## src/rtl/ecc_fe_pkg.sv

```systemverilog
package ecc_fe_pkg;

  localparam int unsigned PAR_BYTES = 9;
  localparam int unsigned PAR_W     = 8 * PAR_BYTES;
  localparam int unsigned SYM_W     = 9;

  // word indices (byte address >> 2)
  localparam int WA_CTRL = 0;
  localparam int WA_DATA = 1;
  localparam int WA_PAR  = 2;
  localparam int WA_STAT = 5;
  localparam int WA_IEN  = 6;
  localparam int WA_REC  = 7;

  // control bits
  localparam int B_EN   = 0;
  localparam int B_RST  = 1;
  localparam int B_RS   = 2;
  localparam int B_ENC  = 3;
  localparam int B_PRDY = 4;

  // status bits
  localparam int S_ERR = 0;
  localparam int S_UNC = 1;
  localparam int S_ENC = 2;
  localparam int S_DEC = 3;
  localparam int S_PAD = 4;

  // parity of an all-ones block, byte 0 in the low bits
  localparam logic [PAR_W-1:0] BLANK_PAR = 72'h6f_b7_ff_8b_f4_58_90_9d_cd;

  typedef struct packed {
    logic [SYM_W-1:0] idx;
    logic [SYM_W-1:0] mask;
  } err_rec_t;

endpackage

```

## src/rtl/ecc_fe_parity.sv

```systemverilog
module ecc_fe_parity
  import ecc_fe_pkg::*;
(
  input  logic                 clk,
  input  logic                 rst,
  input  logic [PAR_BYTES-1:0] byte_we,
  input  logic [PAR_W-1:0]     byte_wd,
  input  logic                 cap,
  input  logic [PAR_W-1:0]     cap_data,
  output logic [PAR_W-1:0]     par_raw,
  output logic [PAR_W-1:0]     par_view
);

  logic from_eng;

  for (genvar k = 0; k < PAR_BYTES; k++) begin : g_byte
    always_ff @(posedge clk) begin
      if (rst)             par_raw[8*k +: 8] <= '0;
      else if (cap)        par_raw[8*k +: 8] <= cap_data[8*k +: 8];
      else if (byte_we[k]) par_raw[8*k +: 8] <= byte_wd[8*k +: 8];
    end
  end

  // substitution applies only to parity the engine produced
  always_ff @(posedge clk) begin
    if (rst)           from_eng <= 1'b0;
    else if (cap)      from_eng <= 1'b1;
    else if (|byte_we) from_eng <= 1'b0;
  end

  assign par_view = (from_eng && par_raw == BLANK_PAR) ? {PAR_W{1'b1}} : par_raw;

endmodule

```

## src/rtl/ecc_fe_seq.sv

```systemverilog
module ecc_fe_seq
  import ecc_fe_pkg::*;
(
  input  logic       clk,
  input  logic       rst,
  input  logic       ctrl_we,
  input  logic [4:0] ctrl_wd,
  input  logic       eng_done,
  output logic [4:0] ctrl_q,
  output logic       busy,
  output logic       eng_start,
  output logic       eng_check,
  output logic       eng_abort,
  output logic       done_acc
);

  logic kill, wr_abort, wr_check;

  assign kill     = ctrl_we && !ctrl_wd[B_EN];
  assign wr_abort = kill && busy;
  assign wr_check = ctrl_we && busy && !ctrl_q[B_RST] && !ctrl_q[B_ENC] &&
                    !ctrl_wd[B_ENC] && ctrl_wd[B_EN] && ctrl_wd[B_PRDY] &&
                    !ctrl_q[B_PRDY];
  assign done_acc = eng_done && busy && !ctrl_q[B_RST] && !wr_abort;

  always_ff @(posedge clk) begin
    if (rst) begin
      ctrl_q    <= '0;
      busy      <= 1'b0;
      eng_start <= 1'b0;
      eng_check <= 1'b0;
      eng_abort <= 1'b0;
    end else begin
      eng_start <= 1'b0;
      eng_check <= wr_check;
      eng_abort <= wr_abort;
      if (ctrl_q[B_RST]) begin
        ctrl_q[B_RST]  <= 1'b0;
        ctrl_q[B_PRDY] <= 1'b0;
        busy           <= ctrl_q[B_EN];
        eng_start      <= ctrl_q[B_EN] && !kill;
      end else if (done_acc) begin
        busy <= 1'b0;
      end
      if (ctrl_we) ctrl_q <= ctrl_wd;
      if (kill)    busy   <= 1'b0;
    end
  end

endmodule

```

## src/rtl/ecc_fe_status.sv

```systemverilog
module ecc_fe_status
  import ecc_fe_pkg::*;
#(
  parameter int NUM_REC = 4
) (
  input  logic                       clk,
  input  logic                       rst,
  input  logic                       clr,
  input  logic                       stat_we,
  input  logic [1:0]                 stat_be,
  input  logic [4:0]                 wd_flags,
  input  logic [2:0]                 wd_cnt,
  input  logic                       ien_we,
  input  logic [4:0]                 ien_wd,
  input  logic                       enc_done,
  input  logic                       dec_done,
  input  logic                       pad_done,
  input  logic                       eng_uncor,
  input  logic [2:0]                 eng_cnt,
  input  logic [NUM_REC*SYM_W-1:0]   eng_idx,
  input  logic [NUM_REC*SYM_W-1:0]   eng_mask,
  output logic [4:0]                 flags,
  output logic [2:0]                 cnt,
  output logic [4:0]                 ien,
  output logic [NUM_REC*2*SYM_W-1:0] rec_flat,
  output logic                       irq
);

  localparam logic [2:0] CNT_MAX = 3'(NUM_REC);

  logic [2:0] cnt_cl;
  logic       err_any;

  assign cnt_cl  = (eng_cnt > CNT_MAX) ? CNT_MAX : eng_cnt;
  assign err_any = eng_uncor || (eng_cnt != 3'd0);

  always_ff @(posedge clk) begin
    if (rst || clr) begin
      flags <= '0;
      cnt   <= '0;
    end else begin
      if (stat_we) begin
        if (stat_be[0]) flags <= flags & wd_flags;
        if (stat_be[1]) cnt   <= cnt & wd_cnt;
      end
      if (enc_done) flags[S_ENC] <= 1'b1;
      if (pad_done) flags[S_PAD] <= 1'b1;
      if (dec_done) begin
        flags[S_DEC] <= 1'b1;
        flags[S_ERR] <= err_any;
        flags[S_UNC] <= eng_uncor;
        cnt          <= cnt_cl;
      end
    end
  end

  for (genvar i = 0; i < NUM_REC; i++) begin : g_rec
    err_rec_t rec_q;
    always_ff @(posedge clk) begin
      if (rst || clr) begin
        rec_q <= '0;
      end else if (dec_done) begin
        if (3'(i) < cnt_cl) rec_q <= '{idx: eng_idx[SYM_W*i +: SYM_W], mask: eng_mask[SYM_W*i +: SYM_W]};
        else                rec_q <= '0;
      end
    end
    assign rec_flat[2*SYM_W*i +: 2*SYM_W] = rec_q;
  end

  always_ff @(posedge clk) begin
    if (rst) begin
      ien <= '0;
      irq <= 1'b0;
    end else begin
      if (ien_we) ien <= ien_wd;
      irq <= |(flags & ien);
    end
  end

endmodule

```

## src/rtl/ecc_reg_front.sv

```systemverilog
module ecc_reg_front
  import ecc_fe_pkg::*;
#(
  parameter int ADDR_W  = 8,
  parameter int NUM_REC = 4
) (
  input  logic                     clk,
  input  logic                     rst,
  input  logic                     bus_wr,
  input  logic                     bus_rd,
  input  logic [ADDR_W-1:0]        bus_addr,
  input  logic [3:0]               bus_be,
  input  logic [31:0]              bus_wdata,
  output logic [31:0]              bus_rdata,
  output logic                     eng_start,
  output logic                     eng_check,
  output logic                     eng_abort,
  output logic                     eng_encode,
  output logic                     eng_rs,
  output logic                     eng_data_we,
  output logic [31:0]              eng_data,
  output logic [3:0]               eng_data_be,
  output logic [71:0]              eng_par_out,
  input  logic                     eng_done,
  input  logic                     eng_pad_done,
  input  logic [71:0]              eng_par_in,
  input  logic                     eng_uncor,
  input  logic [2:0]               eng_err_cnt,
  input  logic [NUM_REC*9-1:0]     eng_err_idx,
  input  logic [NUM_REC*9-1:0]     eng_err_mask,
  output logic                     irq
);

  localparam int WA_W  = ADDR_W - 2;
  localparam int REC_W = 2 * SYM_W;

  logic [WA_W-1:0] wa;
  wire             unused_lo = ^bus_addr[1:0];

  assign wa = bus_addr[ADDR_W-1:2];

  logic ctrl_we, stat_we, ien_we, data_we;
  assign ctrl_we = bus_wr && int'(wa) == WA_CTRL && bus_be[0];
  assign stat_we = bus_wr && int'(wa) == WA_STAT;
  assign ien_we  = bus_wr && int'(wa) == WA_IEN && bus_be[0];
  assign data_we = bus_wr && int'(wa) == WA_DATA;

  // parity byte lanes
  logic [PAR_BYTES-1:0] byte_we;
  logic [PAR_W-1:0]     byte_wd;
  for (genvar k = 0; k < PAR_BYTES; k++) begin : g_lane
    assign byte_we[k]        = bus_wr && int'(wa) == WA_PAR + k / 4 && bus_be[k % 4];
    assign byte_wd[8*k +: 8] = bus_wdata[8*(k % 4) +: 8];
  end

  logic [4:0] ctrl_q;
  logic       busy, done_acc;

  ecc_fe_seq u_seq (
    .clk       (clk),
    .rst       (rst),
    .ctrl_we   (ctrl_we),
    .ctrl_wd   (bus_wdata[4:0]),
    .eng_done  (eng_done),
    .ctrl_q    (ctrl_q),
    .busy      (busy),
    .eng_start (eng_start),
    .eng_check (eng_check),
    .eng_abort (eng_abort),
    .done_acc  (done_acc)
  );

  assign eng_encode = ctrl_q[B_ENC];
  assign eng_rs     = ctrl_q[B_RS];

  logic enc_done, dec_done;
  assign enc_done = done_acc && ctrl_q[B_ENC];
  assign dec_done = done_acc && !ctrl_q[B_ENC];

  logic [PAR_W-1:0] par_view;

  ecc_fe_parity u_par (
    .clk      (clk),
    .rst      (rst),
    .byte_we  (byte_we),
    .byte_wd  (byte_wd),
    .cap      (enc_done),
    .cap_data (eng_par_in),
    .par_raw  (eng_par_out),
    .par_view (par_view)
  );

  logic [4:0]               flags, ien_q;
  logic [2:0]               cnt;
  logic [NUM_REC*REC_W-1:0] rec_flat;

  ecc_fe_status #(.NUM_REC(NUM_REC)) u_stat (
    .clk       (clk),
    .rst       (rst),
    .clr       (ctrl_q[B_RST]),
    .stat_we   (stat_we),
    .stat_be   ({bus_be[3], bus_be[0]}),
    .wd_flags  (bus_wdata[4:0]),
    .wd_cnt    (bus_wdata[31:29]),
    .ien_we    (ien_we),
    .ien_wd    (bus_wdata[4:0]),
    .enc_done  (enc_done),
    .dec_done  (dec_done),
    .pad_done  (eng_pad_done),
    .eng_uncor (eng_uncor),
    .eng_cnt   (eng_err_cnt),
    .eng_idx   (eng_err_idx),
    .eng_mask  (eng_err_mask),
    .flags     (flags),
    .cnt       (cnt),
    .ien       (ien_q),
    .rec_flat  (rec_flat),
    .irq       (irq)
  );

  logic [31:0] stat_word;
  assign stat_word = {cnt, 24'd0, flags};

  logic [31:0] rd_word;
  always_comb begin
    rd_word = '0;
    if (int'(wa) == WA_CTRL) rd_word[4:0] = ctrl_q;
    if (int'(wa) == WA_STAT) rd_word = stat_word;
    if (int'(wa) == WA_IEN)  rd_word[4:0] = ien_q;
    for (int k = 0; k < PAR_BYTES; k++)
      if (int'(wa) == WA_PAR + k / 4) rd_word[8*(k % 4) +: 8] = par_view[8*k +: 8];
    for (int n = 0; n < NUM_REC; n++)
      if (int'(wa) == WA_REC + n)
        rd_word = {7'd0, rec_flat[REC_W*n + SYM_W +: SYM_W], 7'd0, rec_flat[REC_W*n +: SYM_W]};
  end

  always_ff @(posedge clk) begin
    if (rst) begin
      bus_rdata   <= '0;
      eng_data_we <= 1'b0;
      eng_data    <= '0;
      eng_data_be <= '0;
    end else begin
      if (bus_rd) bus_rdata <= rd_word;
      eng_data_we <= data_we;
      if (data_we) begin
        eng_data    <= bus_wdata;
        eng_data_be <= bus_be;
      end
    end
  end

endmodule

```

## config.mk

```make
export PLATFORM = sky130hd
export DESIGN_NAME = ecc_reg_front
export DESIGN_NICKNAME = d
export VERILOG_FILES = /design/src/rtl/ecc_fe_pkg.sv /design/src/rtl/ecc_fe_parity.sv /design/src/rtl/ecc_fe_seq.sv /design/src/rtl/ecc_fe_status.sv /design/src/rtl/ecc_reg_front.sv
export SDC_FILE = /design/constraint.sdc
export NUM_CORES = 1
export LEC_CHECK = 0
export ABC_AREA = 1
export ABC_CLOCK_PERIOD_IN_PS = 2200
export BUFFER_PORTS_ARGS = -buffer_cell sky130_fd_sc_hd__buf_2
export CAP_MARGIN = 30
export CORE_MARGIN = 5
export CORE_UTILIZATION = 45
export CTS_CLUSTER_SIZE = 8
export DETAILED_ROUTE_END_ITERATION = 6
export HOLD_SLACK_MARGIN = 0.15
export PLACE_DENSITY = 0.74
export SLEW_MARGIN = 40
export SYNTH_ARGS = -nofsm -noshare
export SYNTH_HDL_FRONTEND = slang
export SYNTH_SLANG_ARGS = --single-unit
```

## constraint.sdc

```tcl
create_clock -name clk -period 2.2 [get_ports clk]
set_input_delay 0.11 -clock clk [delete_from_list [all_inputs] [get_ports clk]]
set_output_delay 0.11 -clock clk [all_outputs]
set_load 0.02 [all_outputs]
```

* Yosys cells after proc, flatten, opt, wreduce, memory -nomap -nowiden *
Cells that the tools add are included.

cells by class
  $lt $le $gt $ge = 5
  equal/unequal tests = 11
  muxes and demuxes = 55
  bitwise gates (word level) = 5
  reductions and logical operators = 73

operators by type and width
  operator                                                              count
  8-bit 2-to-1 mux                                                      27
  32-bit 2-to-1 mux                                                     5
  72-bit by 71-bit == test with 1-bit output (second input constant)    1
  18-bit 2-to-1 mux                                                     4
  72-bit 2-to-1 mux                                                     1
  2-bit nonzero test                                                    19
  1-bit logical AND                                                     34
  5-bit 2-to-1 mux                                                      5
  6-bit by 4-bit == test with 1-bit output (second input constant)      4
  6-bit by 5-bit == test with 1-bit output (second input constant)      3
  6-bit by 3-bit == test with 1-bit output (second input constant)      2
  3-bit 2-to-1 mux                                                      4
  5-bit bitwise AND                                                     2
  9-bit OR reduction                                                    1
  1-bit 2-to-1 mux                                                      8
  2-bit AND reduction                                                   4
  1-bit zero test                                                       7
  6-bit by 2-bit == test with 1-bit output (second input constant)      1
  6-bit zero test                                                       1
  1-bit by 3-bit < comparator with 1-bit output (first input constant)  2
  2-bit by 3-bit < comparator with 1-bit output (first input constant)  2
  2-bit OR reduction                                                    3
  5-bit OR reduction                                                    1
  3-bit bitwise AND                                                     1
  5 further kinds                                                       7

word-level totals
  register bits after elaboration = 237
  output and inout bits = 147

* Depth between registers and ports, before layout *
  word-level depth = 11
  gate-level depth with buffers = 14

* Modules after synthesis *
From an unflattened synthesis, not the netlist that was laid out.

unflattened totals
  cells, all modules = 1759
  area total of the unflattened synthesis = 11457.2 µm²

by module, submodules not included
  module         instances  cells an instance  area an instance (µm²)  seq. area each (µm²)
  ecc_fe_parity  1          703                4078.9                  1461.4
  ecc_reg_front  1          611                3863.7                  1381.3
  ecc_fe_status  1          401                3169.3                  1721.7
  ecc_fe_seq     1          44                 345.3                   180.2

* Worst setup path after synthesis *
OpenSTA, ideal clock, no wires.

  kind = register to register
  start = reg u_par.par_raw[23]
  end = reg bus_rdata[26]
  arrival = 1.615 ns
  data required time = 2.130 ns
  setup slack = 0.515 ns
  cell stages (with the launch flop) = 14
  buffers on the path = 1
  period minus slack after synthesis = 1.685 ns
  cell sequence = dfxtp_1 > inv_1 > nor2_1 > nand2_1 > nor2_1 > nand2_1 > nor2_1 > nand3_2 > inv_1 > buf_2 > o21ai_0 > o21ai_0 > nand2_1 > a21oi_1

on the way
  longest elaborated chain between the ends = 9

ends and longest elaborated chain
  item                                          RTL line              source
  from (decl)                                   ecc_fe_parity.sv:10   output logic [PAR_W-1:0] par_raw,
  from (signal, indexed assignment)             ecc_fe_parity.sv:19   else if (cap) par_raw[8*k +: 8] <= cap_data[8*k +: 8];
  from (signal, indexed assignment)             ecc_fe_parity.sv:20   else if (byte_we[k]) par_raw[8*k +: 8] <= byte_wd[8*k +: 8];
  72-bit by 71-bit == test with 1-bit output *  ecc_fe_parity.sv:31   assign par_view = (from_eng && par_raw == BLANK_PAR) ? {PAR_W{1'b1}} : par_raw;
  1-bit logical AND *                           ecc_fe_parity.sv:31
  72-bit 2-to-1 mux *                           ecc_fe_parity.sv:31
  8-bit 2-to-1 mux                              ecc_reg_front.sv:131  if (int'(wa) == WA_PAR + k / 4) rd_word[8*(k % 4) +: 8] = par_view[8*k +: 8];
  8-bit 2-to-1 mux *                            ecc_reg_front.sv:131
  32-bit 2-to-1 mux * (4 in series)             ecc_reg_front.sv:133  if (int'(wa) == WA_REC + n)
  to (signal assigned)                          ecc_reg_front.sv:144  if (bus_rd) bus_rdata <= rd_word;
  to (decl)                                     ecc_reg_front.sv:14   output logic [31:0] bus_rdata,

Every way passes the cells marked *; elsewhere a longest branch is shown, timed or not.
A chain may end at the register's enable or synchronous reset.

* Final worst setup path *
  start = in bus_be[0]
  end = reg u_stat.cnt[0]

on the way
  longest elaborated chain between the ends = 8
  elaborated cells on any way between the ends = 10
  classes of those cells = mux (1); reduce/logical (9)

ends and longest elaborated chain
  item                           RTL line             source
  from (decl)                    ecc_reg_front.sv:12  input logic [3:0] bus_be,
  1-bit logical AND *            ecc_reg_front.sv:43  assign ctrl_we = bus_wr && int'(wa) == WA_CTRL && bus_be[0];
  1-bit logical AND *            ecc_fe_seq.sv:19     assign kill = ctrl_we && !ctrl_wd[B_EN];
  1-bit logical AND *            ecc_fe_seq.sv:20     assign wr_abort = kill && busy;
  1-bit zero test *              ecc_fe_seq.sv:24     assign done_acc = eng_done && busy && !ctrl_q[B_RST] && !wr_abort;
  1-bit logical AND *            ecc_fe_seq.sv:24
  1-bit logical AND *            ecc_reg_front.sv:78  assign dec_done = done_acc && !ctrl_q[B_ENC];
  2-bit nonzero test (no line)   -
  2-bit AND reduction (no line)  -
  to (signal assigned)           ecc_fe_status.sv:44  if (stat_be[1]) cnt <= cnt & wd_cnt;
  to (signal assigned)           ecc_fe_status.sv:52  cnt <= cnt_cl;
  to (decl)                      ecc_fe_status.sv:23  output logic [2:0] cnt,

Marked as above.

==> summary.txt <==
Clock tree
  – CTS Buf Count: 35
  – CTS Sinks: 237
  – CTS clk-pin slew, worst paths: around 0.05 ns
  – H-tree Lvls: 2
  – Worst skew pair latency: 0.50 ns
  – Root Buffer: clkbuf_16
  – CTS tree: done
  – Maximum root-to-sink buffer count: 3

Detailed routing
  – WL per Instance: ~22 µm
  – DRT Wirelength: 49900 µm
  – DRC errors left: 0
  – Drt pass-1 iters: 7
  – Initial DRC Count: ~1600
  – Detailed-route via count: 13700
  – Vias/cell: ~5.9
  – Antenna Nets Post-Route: 0

Worst hold path
  – Hold Path Sink: u_par.from_eng
  – Min-Delay Path Class: input pin to flop
  – Hold Startpoint: eng_done
  – Hold path depth: 5

Timing
  – Slew HR: 51.4%
  – Fmax achieved: 0.456 GHz
  – Post-route minimum period: ~2.2 ns
  – Final clock skew: roughly 0.017 ns
  – Final slew viol count: 0
  – Hold Vio Cnt, Final: 0
  – Final Setup Violations: 0
  – Crit share post-route: around 100%
  – Final setup margin: ~0.0066 ns
  – Slew @ Worst Pin: ~0.73 ns

Placed design
  – Pre-CTS setup slack: -0.129 ns
  – Dpl hpwl: around 33000 µm
  – PortBufs: between 300 and 400
  – Placed cell areas: approximately 13000 µm²
  – GPL Wtd Cong: 0.984

Synth
  – Post-Synthesis Net Count: approximately 1700
  – Yosys reg bits: ~240
  – Seq/Total Area, Yosys: around 44%
  – Synth top cells by count: nand2_1 (293), dfxtp_1 (237), nor2_1 (162)
  – Yosys warns: 0
  – Cell taking the most area after synthesis: dfxtp_1
  – Netlist Area Pre-Place: around 11000 µm²
  – Post-synth EDFFs: 0
  – Synth Instances: between 1000 and 1500
  – Top_reg_cell synth: dfxtp_1
  – Synth area leaders: dfxtp_1 (44%), nand2_1 (10%), o21ai_0 (6.8%), a21oi_1 (6.2%), nor2_1 (5.6%)
  – Compound-gate portion of the synthesized area: around 23%
  – Xor and xnor area share after synthesis: 0%
  – Mux contribution to synthesized area: 0%
  – Synth Area in Adders: 0%
  – Count leader, synth: nand2_1
  – Post-synthesis async set-or-reset flop share: 0%
  – Largest family of logic cells by synthesized area: simple AND/OR/NAND/NOR gates
  – Syn avg cell area: ~7.4 µm²
  – Yosys top cell area share: around 44%
  – Synth cell types: 41
  – Fraction of the mapped netlist area in simple logic gates: 25.9%

Cells and area
  – Share of cells above drive strength 1: between 20 and 25%
  – Fin nets: ~2200
  – Design Area, Final: between 15000 and 20000 µm²
  – Fillers: around 1900
  – P&R area growth vs syn: 47.6%
  – Diodes inserted: 0

Floorplanning
  – Die Y: ~160 µm
  – Row Count: 56
  – Die area: between 20000 and 30000 µm²
  – Starting Density: 45.8%
  – Die X: between 150 and 200 µm
  – IO Count: around 350
  – Core ar.: 23500 µm²

Run status
  – Status: completed

Worst setup path
  – CP max FO: 15
  – Reg-to-Reg End: u_stat.cnt[0]
  – Crit path kind: input pin to flop
  – WP data required: 2.62 ns
  – Nature of the critical path startpoint: input pin
  – Max incr delay on CP: around 0.61 ns
  – Reg-to-Reg Start: u_seq.busy
  – Crit-path slowest cell: dlygate4sd3_1
  – Flop2flop setup slack: 0.03 ns
  – Crit end category: flop
  – Reg2Reg Depth: 7
  – CP Launch Point: bus_be[0]
  – Critical-path cell list: dlygate4sd3_1 -> buf_2 -> nand2_1 -> nor2_4 -> nand2_4 -> nand2_2 -> nor2_4 -> nand3_1 -> dlygate4sd3_1 -> a31oi_1
  – Worst EP arrival: between 2 and 3 ns

GRT
  – Pin count of the biggest net entering global routing: between 70 and 80
  – Initial antenna violation count: 1
  – First-pass GRT wire length: 74800 µm
  – GR met2 Demand/Resource: between 50% and 60%
  – Vias in the first global route: ~13000
  – Aggregate global-route resource usage: a little over a third
  – GRT overflow: 0
  – Met3 Use GR: roughly 7.7%
  – GRT met1 Usage: 45.0%
  – Most used routing layer: met2

Power
  – Peak VDD IR: roughly 0.00057 V
  – Leakage power: approximately 7 nW
  – P per Cell Area: 628 nW/µm²

Flow run
  – Max Cap Viol: 0
## through the flow
stage          power (mW)  utilization (%)  cells     TNS, ns  hold WS, ns
4_1_cts              9.96             67.2   2316           0        0.157
3_3_place_gp         4.94             54.7   2077  -0.0000298        0.352
2_1_floorplan        4.60                -   1464           0        0.244
5_1_grt              10.2             67.6   2320     -0.0152        0.178
6_report             9.99             67.6   2320           0        0.168
3_5_place_dp         4.94             54.7   2077       -3.60        0.360
## timing repair
item / in CTS / in global routing
pin swaps: 1 / 3
resized for setup: 0 / 3
gates cloned: 1 / 0
setup buffers: 0 / 4
setup endpoints to repair: 38 / 54
hold buffers: 199 / 0
hold endpoints to repair: 210 / 0
## area by class of cell
type | count | area, µm² | share of cell area [%]
clock buffer | 39 | 943 | 5.93
tap | 319 | 399 | 2.51
inverter | 78 | 295 | 1.86
timing repair buffer | 602 | 4270 | 26.8
multi-input combinational | 1045 | 5260 | 33.0
sequential | 237 | 4750 | 29.8
## critical path: cells and delay by family
family                 cells  cell delay [ns]
AO/OA/AOI/OAI              1             0.15
buffers and inverters      3             1.30
AND/OR/NAND/NOR            6             1.04
## worst max-delay path by stage
stage | end | slack, ns | depth (start not counted)
floorplan | bus_rdata[26] | 0.51 | 13
global placement | u_stat.rec_flat[57] | -0.00003 | 11
detailed placement | u_stat.rec_flat[12] | -0.13 | 11
CTS | u_par.par_raw[3] | 0.02 | 9
global route | u_stat.cnt[0] | -0.02 | 7
finish | u_stat.cnt[0] | 0.007 | 10
## logic make-up after synthesis
group           count (synthesis)
flops                         237
compound gates                420
buf+inv                       183
simple gates                  624
## cells in the final DEF (no fill, tap or decap), types with 51 or more instances in the layout
master         instances
nand2_1              293
dlygate4sd3_1        199
buf_4                 51
buf_2                342
dfxtp_1              236
nand4_1               95
inv_1                 68
a21oi_1              134
nor2_1               160
a31oi_1               75
o21ai_0              147
## sequential cells by signal, summed over array words and instances, names as in the netlist
register and count:
bus_rdata 32, eng_data 32, eng_data_be 4, eng_data_we 1
u_par.from_eng 1, u_par.par_raw 72, u_seq.busy 1, u_seq.ctrl_q 5
u_seq.eng_abort 1, u_seq.eng_check 1, u_seq.eng_start 1, u_stat.cnt 3
u_stat.flags 5, u_stat.ien 5, u_stat.irq 1, u_stat.rec_flat 72
## where the power goes
part / internal, mW / switching, mW / leakage, nW
combinational: 0.418 / 0.414 / 4.60
sequential: 4.32 / 0.0128 / 1.91
clock: 2.97 / 1.85 / 0.464
## routing by layer
layer  wire length (µm)  part of all wire, %
met1              19000                   38
met2              22900                   46
met3               5520                   11
met4               2460                  4.9
met5                  7                0.014
Power figures use the tool's default switching activity.
